`config.mk`:
```
export PLATFORM = sky130hd
export DESIGN_NAME = ghist_predictor
export DESIGN_NICKNAME = d
export VERILOG_FILES = /design/src/rtl/ghist_pkg.sv /design/src/rtl/ghist_ctr_table.sv /design/src/rtl/ghist_ret_stack.sv /design/src/rtl/ghist_ckpt_queue.sv /design/src/rtl/ghist_predictor.sv
export SDC_FILE = /design/constraint.sdc
export NUM_CORES = 2
export LEC_CHECK = 0
export BUFFER_PORTS_ARGS = -buffer_cell sky130_fd_sc_hd__buf_2
export CAP_MARGIN = 10
export CORE_MARGIN = 3
export CORE_UTILIZATION = 33
export CTS_CLUSTER_SIZE = 25
export DETAILED_ROUTE_END_ITERATION = 10
export PLACE_DENSITY = 0.53
export SLEW_MARGIN = 20
export SYNTH_ARGS = -nofsm -noshare
export SYNTH_HDL_FRONTEND = slang
export SYNTH_SLANG_ARGS = --single-unit
```
`constraint.sdc`:
```
create_clock -name clk -period 9 [get_ports clk]
set_input_delay 1.8 -clock clk [delete_from_list [all_inputs] [get_ports clk]]
set_output_delay 1.8 -clock clk [all_outputs]
set_load 0.01 [all_outputs]
```
`src/rtl/ghist_pkg.sv`:
```
package ghist_pkg;
  typedef enum logic [1:0] {
    K_PLAIN = 2'b00,
    K_COND  = 2'b01,
    K_CALL  = 2'b10,
    K_RET   = 2'b11
  } lk_kind_e;
endpackage

```
`src/rtl/ghist_ctr_table.sv`:
```
module ghist_ctr_table #(
  parameter int HIST_W = 8,
  parameter int CTR_W  = 2
) (
  input  logic              clk,
  input  logic              rst_n,
  input  logic [HIST_W-1:0] rd_idx,
  output logic              rd_taken,
  input  logic              wr_en,
  input  logic [HIST_W-1:0] wr_idx,
  input  logic              wr_taken
);
  localparam int ENTRIES = 1 << HIST_W;
  localparam logic [CTR_W-1:0] WEAK_NT = CTR_W'((1 << (CTR_W - 1)) - 1);
  localparam logic [CTR_W-1:0] CTR_MAX = {CTR_W{1'b1}};

  logic [CTR_W-1:0] ctr [ENTRIES];

  for (genvar g = 0; g < ENTRIES; g++) begin : g_ctr
    always_ff @(posedge clk) begin
      if (!rst_n) begin
        ctr[g] <= WEAK_NT;
      end else if (wr_en && wr_idx == HIST_W'(g)) begin
        if (wr_taken) begin
          if (ctr[g] != CTR_MAX) ctr[g] <= ctr[g] + 1'b1;
        end else begin
          if (ctr[g] != '0) ctr[g] <= ctr[g] - 1'b1;
        end
      end
    end
  end

  assign rd_taken = ctr[rd_idx][CTR_W-1];
endmodule

```
`src/rtl/ghist_ret_stack.sv`:
```
module ghist_ret_stack #(
  parameter int DEPTH  = 4,
  parameter int ADDR_W = 32,
  localparam int PW = (DEPTH > 1) ? $clog2(DEPTH) : 1,
  localparam int CW = $clog2(DEPTH + 1)
) (
  input  logic              clk,
  input  logic              rst_n,
  input  logic              push,
  input  logic [ADDR_W-1:0] push_addr,
  input  logic              pop,
  input  logic              restore,
  input  logic [PW-1:0]     restore_ptr,
  input  logic [CW-1:0]     restore_cnt,
  output logic [ADDR_W-1:0] top_addr,
  output logic [PW-1:0]     ptr,
  output logic [CW-1:0]     cnt
);
  logic [ADDR_W-1:0] mem [DEPTH];
  logic [PW-1:0] ptr_q, ptr_up, ptr_dn;
  logic [CW-1:0] cnt_q;

  assign ptr_up = (ptr_q == PW'(DEPTH - 1)) ? '0 : ptr_q + 1'b1;
  assign ptr_dn = (ptr_q == '0) ? PW'(DEPTH - 1) : ptr_q - 1'b1;

  always_ff @(posedge clk) begin
    if (!rst_n) begin
      ptr_q <= '0;
      cnt_q <= '0;
    end else if (restore) begin
      ptr_q <= restore_ptr;
      cnt_q <= restore_cnt;
    end else if (push) begin
      ptr_q <= ptr_up;
      if (cnt_q != CW'(DEPTH)) cnt_q <= cnt_q + 1'b1;
    end else if (pop && cnt_q != '0) begin
      ptr_q <= ptr_dn;
      cnt_q <= cnt_q - 1'b1;
    end
  end

  always_ff @(posedge clk) begin
    if (!restore && push) mem[ptr_up] <= push_addr;
  end

  assign top_addr = mem[ptr_q];
  assign ptr      = ptr_q;
  assign cnt      = cnt_q;
endmodule

```
`src/rtl/ghist_ckpt_queue.sv`:
```
module ghist_ckpt_queue #(
  parameter int DEPTH = 4,
  parameter int W     = 16,
  localparam int PW = (DEPTH > 1) ? $clog2(DEPTH) : 1,
  localparam int CW = $clog2(DEPTH + 1)
) (
  input  logic         clk,
  input  logic         rst_n,
  input  logic         push,
  input  logic [W-1:0] push_data,
  input  logic         pop,
  input  logic         clear,
  output logic [W-1:0] head,
  output logic         full,
  output logic         empty
);
  logic [W-1:0] mem [DEPTH];
  logic [PW-1:0] rd_q, wr_q, rd_nx, wr_nx;
  logic [CW-1:0] n_q;

  assign rd_nx = (rd_q == PW'(DEPTH - 1)) ? '0 : rd_q + 1'b1;
  assign wr_nx = (wr_q == PW'(DEPTH - 1)) ? '0 : wr_q + 1'b1;

  always_ff @(posedge clk) begin
    if (!rst_n || clear) begin
      rd_q <= '0;
      wr_q <= '0;
      n_q  <= '0;
    end else begin
      if (push) wr_q <= wr_nx;
      if (pop)  rd_q <= rd_nx;
      if (push && !pop)      n_q <= n_q + 1'b1;
      else if (pop && !push) n_q <= n_q - 1'b1;
    end
  end

  always_ff @(posedge clk) begin
    if (push && !clear) mem[wr_q] <= push_data;
  end

  assign head  = mem[rd_q];
  assign full  = (n_q == CW'(DEPTH));
  assign empty = (n_q == '0);
endmodule

```
`src/rtl/ghist_predictor.sv`:
```
module ghist_predictor #(
  parameter int HIST_W     = 8,
  parameter int CTR_W      = 2,
  parameter int RAS_DEPTH  = 4,
  parameter int CKPT_DEPTH = 4,
  parameter int ADDR_W     = 32
) (
  input  logic              clk,
  input  logic              rst_n,
  input  logic              lk_valid,
  output logic              lk_ready,
  input  logic [1:0]        lk_kind,
  input  logic [ADDR_W-1:0] lk_ret_addr,
  output logic              lk_pred_taken,
  output logic              lk_ret_valid,
  output logic [ADDR_W-1:0] lk_ret_target,
  input  logic              rs_valid,
  output logic              rs_ready,
  input  logic              rs_taken,
  output logic              flush
);
  import ghist_pkg::*;

  localparam int RAS_PW = (RAS_DEPTH > 1) ? $clog2(RAS_DEPTH) : 1;
  localparam int RAS_CW = $clog2(RAS_DEPTH + 1);
  localparam int CK_W   = HIST_W + 1 + RAS_PW + RAS_CW;

  lk_kind_e          kind;
  logic [HIST_W-1:0] hist_q;
  logic              lk_acc, rs_acc, mispred;
  logic              ck_full, ck_empty;
  logic [CK_W-1:0]   ck_in, ck_head;
  logic [HIST_W-1:0] h_hist;
  logic              h_pred;
  logic [RAS_PW-1:0] h_ptr, ras_ptr;
  logic [RAS_CW-1:0] h_cnt, ras_cnt;
  logic [ADDR_W-1:0] ras_top;
  logic              flush_q;

  assign kind = lk_kind_e'(lk_kind);

  assign h_hist = ck_head[CK_W-1 -: HIST_W];
  assign h_pred = ck_head[RAS_PW + RAS_CW];
  assign h_ptr  = ck_head[RAS_CW +: RAS_PW];
  assign h_cnt  = ck_head[0 +: RAS_CW];

  assign rs_ready = !ck_empty;
  assign rs_acc   = rs_valid && rs_ready;
  assign mispred  = rs_acc && (rs_taken != h_pred);
  assign lk_ready = !ck_full && !mispred;
  assign lk_acc   = lk_valid && lk_ready;

  ghist_ctr_table #(.HIST_W(HIST_W), .CTR_W(CTR_W)) u_table (
    .clk      (clk),
    .rst_n    (rst_n),
    .rd_idx   (hist_q),
    .rd_taken (lk_pred_taken),
    .wr_en    (rs_acc),
    .wr_idx   (h_hist),
    .wr_taken (rs_taken)
  );

  ghist_ret_stack #(.DEPTH(RAS_DEPTH), .ADDR_W(ADDR_W)) u_ras (
    .clk         (clk),
    .rst_n       (rst_n),
    .push        (lk_acc && kind == K_CALL),
    .push_addr   (lk_ret_addr),
    .pop         (lk_acc && kind == K_RET),
    .restore     (mispred),
    .restore_ptr (h_ptr),
    .restore_cnt (h_cnt),
    .top_addr    (ras_top),
    .ptr         (ras_ptr),
    .cnt         (ras_cnt)
  );

  assign ck_in = {hist_q, lk_pred_taken, ras_ptr, ras_cnt};

  ghist_ckpt_queue #(.DEPTH(CKPT_DEPTH), .W(CK_W)) u_ckpt (
    .clk       (clk),
    .rst_n     (rst_n),
    .push      (lk_acc && kind == K_COND),
    .push_data (ck_in),
    .pop       (rs_acc && !mispred),
    .clear     (mispred),
    .head      (ck_head),
    .full      (ck_full),
    .empty     (ck_empty)
  );

  always_ff @(posedge clk) begin
    if (!rst_n) begin
      hist_q  <= '0;
      flush_q <= 1'b0;
    end else begin
      flush_q <= mispred;
      if (mispred)
        hist_q <= {h_hist[HIST_W-2:0], rs_taken};
      else if (lk_acc && kind == K_COND)
        hist_q <= {hist_q[HIST_W-2:0], lk_pred_taken};
    end
  end

  assign lk_ret_valid  = lk_valid && kind == K_RET && ras_cnt != '0;
  assign lk_ret_target = ras_top;
  assign flush         = flush_q;
endmodule

```
Word level (Yosys, flattened, before mapping):

Memories as Yosys holds them, arrays and structs flattened. A register that Yosys moved wholly into a read port is not among the register bits.
Cells that the tools add are included.

* mux-type cells: 3098
* add/subtract/negate cells: 520
* bitwise logic cells: 512
* reductions and logical operators: 542
* eq/ne operators: 521

Operators with widths (number)
* two-way mux 1 bit: 2565
* two-way mux 2 bit: 523
* equality test 8 bit (second input constant): 128
* adder 2 x 1 -> 2 bit (second input constant): 259
* nonzero test 2 bit: 258
* subtractor 2 x 1 -> 2 bit (second input constant): 257
* equality test 8 x 7 -> 1 bit (second input constant): 64
* inequality test 2 bit (second input constant): 256
* bitwise OR 1 bit: 512
* logical AND 1 bit: 271
* equality test 8 x 6 -> 1 bit (second input constant): 32
* equality test 8 x 5 -> 1 bit (second input constant): 16
* equality test 8 x 4 -> 1 bit (second input constant): 8
* equality test 8 x 3 -> 1 bit (second input constant): 4
* two-way mux 8 bit: 4
* two-way mux 3 bit: 6
* equality test 8 x 2 -> 1 bit (second input constant): 2
* equality test 2 bit (second input constant): 5
* equality test 8 x 1 -> 1 bit (second input constant): 1
* zero test 8 bit: 1
* adder 3 x 1 -> 3 bit (second input constant): 2
* zero test 1 bit: 6
* nonzero test 3 bit: 2
* subtractor 3 x 1 -> 3 bit (second input constant): 2
* other kinds (9): 9

* register bits: 21
* memories kept: 3
* memory bits (writable): 696
* input port bits: 39
* output and inout port bits: 37

Memory list
* u_table.ctr: words 256, bits a word 2, rd ports 257, clocked after memory_dff 1, write ports 256, RTL line ghist_ctr_table.sv:17 `logic [CTR_W-1:0] ctr [ENTRIES];`
* u_ras.mem: words 4, bits a word 32, rd ports 1, clocked after memory_dff 1, write ports 1, RTL line ghist_ret_stack.sv:19 `logic [ADDR_W-1:0] mem [DEPTH];`
* u_ckpt.mem: words 4, bits a word 14, rd ports 1, clocked after memory_dff 1, write ports 1, RTL line ghist_ckpt_queue.sv:17 `logic [W-1:0] mem [DEPTH];`

Logic depth before layout (Yosys ltp):

* depth in word-level cells: 14
* gate-level depth with buffers: 14

Cells and area by module:

Synthesis repeated with hierarchy kept, for this count alone.

* cell total of the unflattened synthesis: 4778
* area, all modules: 47493.0 um2

Modules (own cells, without submodules)
* ghist_ctr_table: area an instance 39341.5 um2, instances 1, cells an instance 4380, sequential area each 15374.7 um2
* ghist_ret_stack: area an instance 5126.2 um2, instances 1, cells an instance 223, sequential area each 3983.8 um2
* ghist_ckpt_queue: area an instance 2501.1 um2, instances 1, cells an instance 120, sequential area each 1861.8 um2
* ghist_predictor: area an instance 524.3 um2, instances 1, cells an instance 55, sequential area each 180.2 um2

Worst setup path after synthesis:

No wires, ideal clock.

* kind: input port to output port
* start point: input port rs_taken
* end point: output port lk_ready
* path buffers: 2
* cell stages on the path: 5
* slack: 4392 ps
* data required time: 7200 ps
* arrival: 2808 ps
* path through: clkbuf_1 > xnor2_1 > nor2_1 > clkbuf_1 > nor2_1

* word-level cells in the longest chain between the ends: 4

Ends and longest elaborated chain
* from (decl): RTL line ghist_predictor.sv:19 `input logic rs_taken,`
* inequality test 1 bit: RTL line ghist_predictor.sv:49 `assign mispred = rs_acc && (rs_taken != h_pred);`
* logical AND 1 bit: RTL line ghist_predictor.sv:49
* zero test 1 bit: RTL line ghist_predictor.sv:50 `assign lk_ready = !ck_full && !mispred;`
* logical AND 1 bit: RTL line ghist_predictor.sv:50
* to (decl): RTL line ghist_predictor.sv:11 `output logic lk_ready,`

Every way passes these cells.

==> flow_summary.ini <==
[synthesis]
synth_ff_type = edfxtp_1
syn_nets = 5295
synth_edf_count = 696
syn_avg_cell_area_um2 = 10.11
syn_inst = 4732
ys_types = 66
syn_area_um2 = 47820
yosysWarnings = 0
async_reset_ff_share_pct = 0
ys_seq_elements = 729
seq_area_frac_synth_pct = 45.09

[floorplanning]
rows = 139
die_h_um = 386.7
die_w_um = 386.7
pin_count = 76
start_util_pct = 33.25
core-area_um2 = 143800
dieArea_um2 = 149500

[sta]
worstMarginPinSlew_ns = 1.167
rsz0062_at_grt = no
setup_tns_ns = 0
drv_slew = 0
post-route-min-period_ns = 6.357
fin_crit_sh_pct = 70.64
setup_ws_ns = 2.643
hold_viol = 0
slew_headroom_pct = 22.02
setup_viol_count_final = 0
finClkSkew_ns = 0.02139
fmax_mhz = 157.3

[drt]
ant_nets = 0
drc = 0
wl_um = 144100
first_pass_iters = 5
num_vias = 36280
drtIter0Drc = 3299
vias_per_cell = 5.441
wl_per_cell_um = 21.61

[pwr]
finalPower_mw = 9.675
p_per_area_nw_per_um2 = 182.0
ir_drop_mv = 0.1574
p_leak_nw = 20.77

[clock_network]
cts_inserted_buffers = 89
htree_levels = 3
ctsResizeCount = 0
cts-root-buf = clkbuf_16
clockBufferDepth = 3
path_clk_slew_ns = 0.06
hold_buffers = 0
clock_sinks = 729
post_cts_buffers = 0
cts_tree = yes
insertion_delay_ns = 0.71

[finish]
layout_commonest_cell = edfxtp_1
layout-drive-gt1-share_pct = 11.20
layout_common_cells = edfxtp_1, nor2_1, inv_1, ha_1, nor3_1
area_growth_pct = 11.15
nNetsFinal = 5251
final_util_pct = 36.96

[worst_hold_path]
hold_path_class = register to register

[placed_design]
dpl_worst_slack_ns = 3.417
place.gp.congestion = 0.8277
place_hpwl_um = 86540
portBuffers = 75

[critical_path]
critical_path.max_fanout = 28
required_ns = 7.20
arrival_ns = 4.56
critical_path_class = register to primary output
crit_path_end_kind = primary output
start_kind = register

[run_status]
status = completed

[job]
max_cap_violations = 0

[global_route]
overflow = 0
antenna_found_initial = 7
grt_first_pass_wirelength_um = 215300
grt_max_degree = 177
grt_pass1_vias = 34830
grtUsageTotal_pct = 18.71
==> registers in the layout (all words and copies together) (netlist names), 3 cells and up, named ones only <==
name / count
u_ckpt.n_q: 3
u_ras.cnt: 3
u_ras.mem: 128
u_ckpt.mem: 56
u_table.ctr: 512
hist_q: 8
==> where the power goes <==
part           internal (mW)  leakage (nW)  switching [mW]
logic                  0.657          13.0            1.26
clock network           2.19          1.44            1.56
registers               3.86          6.32           0.153
==> per-layer routing <==
layer | share of wire, % | wire (um) | track usage, % | vias up
li1 | - | - | - | 16960
met1 | 44 | 63590 | 25.44 | 17960
met2 | 45 | 65250 | 29.69 | 1110
met3 | 7.4 | 10620 | 3.832 | 248
met4 | 3.2 | 4609 | 6.244 | 2
met5 | 0.0090 | 13 | 0.3509 | -
==> critical path, stage by stage (launching register included) <==
cell      delay [ns]
dfxtp_4         0.89
buf_4           0.43
clkinv_1        0.44
nand3_1         0.18
o211ai_1        0.11
a311o_1         0.35
or4_1           0.49
o211ai_1        0.36
nor2_1          0.33
buf_2           0.24
==> metrics by stage <==
| step | hold slack (ns) | instance area [um^2] | instances |
|---|---|---|---|
| global placement | 0.5125 | 50110 | 6499 |
| finish | 0.5265 | 53150 | 6668 |
| detailed placement | 0.5162 | 50130 | 6499 |
| global route | 0.5371 | 53140 | 6664 |
| floorplan | 0.4600 | 47820 | 4732 |
| CTS | 0.5233 | 53100 | 6662 |
==> synth_stat cells, types with 3 or more instances <==
cell type	count	share of area, %
and2_1	11	0.14
o21ai_0	171	1.8
o211ai_1	38	0.60
buf_2	55	0.58
a211oi_1	3	0.047
edfxtp_1	696	44
clkinv_1	3	0.024
mux4_2	101	4.8
nor2_4	6	0.14
mux2i_1	173	3.6
or2_2	4	0.052
a21oi_1	264	2.8
buf_1	39	0.31
nor3_2	4	0.084
nand3_1	273	2.9
nor2_1	552	4.3
nor2_2	5	0.065
o41ai_1	19	0.35
a31oi_1	6	0.079
nor3b_1	3	0.047
inv_1	523	4.1
mux2_2	88	2.1
xnor2_1	6	0.11
a22oi_1	12	0.19
clkbuf_1	174	1.4
o2111a_1	7	0.16
nand2b_1	9	0.12
nor2b_1	5	0.065
nand4_1	6	0.079
buf_4	5	0.079
o31ai_1	65	1.0
dfxtp_1	33	1.4
o22ai_1	223	2.9
ha_1	523	14
nor3_1	280	2.9
buf_6	5	0.12
o21ai_1	10	0.10
o2111ai_1	4	0.073
nand2_1	291	2.3
or2_1	3	0.039
==> cell families after synthesis <==
group | Yosys count | synth area share [%]
and+or+nand+nor | 1464 | 13.52
adders and majority gates | 524 | 13.73
DFF | 729 | 45.09
AOI/OAI and AO/OA | 841 | 10.50
xor gates and xnor gates | 8 | 0.1465
buffers and inverters | 804 | 6.572
muxes | 362 | 10.45
==> worst paths after layout <==
path,slack (ns),to,cells after the start,from
worst max-delay path,2.64,lk_pred_taken,9,register
worst min register to register,0.53,u_ckpt.mem[1][13]$_DFFE_PP_,0,hist_q[7]$_SDFFE_PN0N_
worst min-delay path,0.53,u_ckpt.mem[1][13]$_DFFE_PP_,0,hist_q[7]$_SDFFE_PN0N_
worst max register to register,4.70,u_table.ctr[145][0]$_DFFE_PP_,6,register
==> layout make-up <==
| cell class | instances | area [um^2] |
|---|---|---|
| diodes | 5 | 12.51 |
| clock buffers | 111 | 2320 |
| clock inverters | 52 | 653.1 |
| fillers | 14060 | 90670 |
| inverters | 526 | 1974 |
| multi-input cells | 3199 | 23290 |
| flip-flops and latches | 729 | 21570 |
| well taps | 1903 | 2381 |
| repair buffers | 143 | 950.9 |
Note: power is estimated with default switching activity, not from simulation.
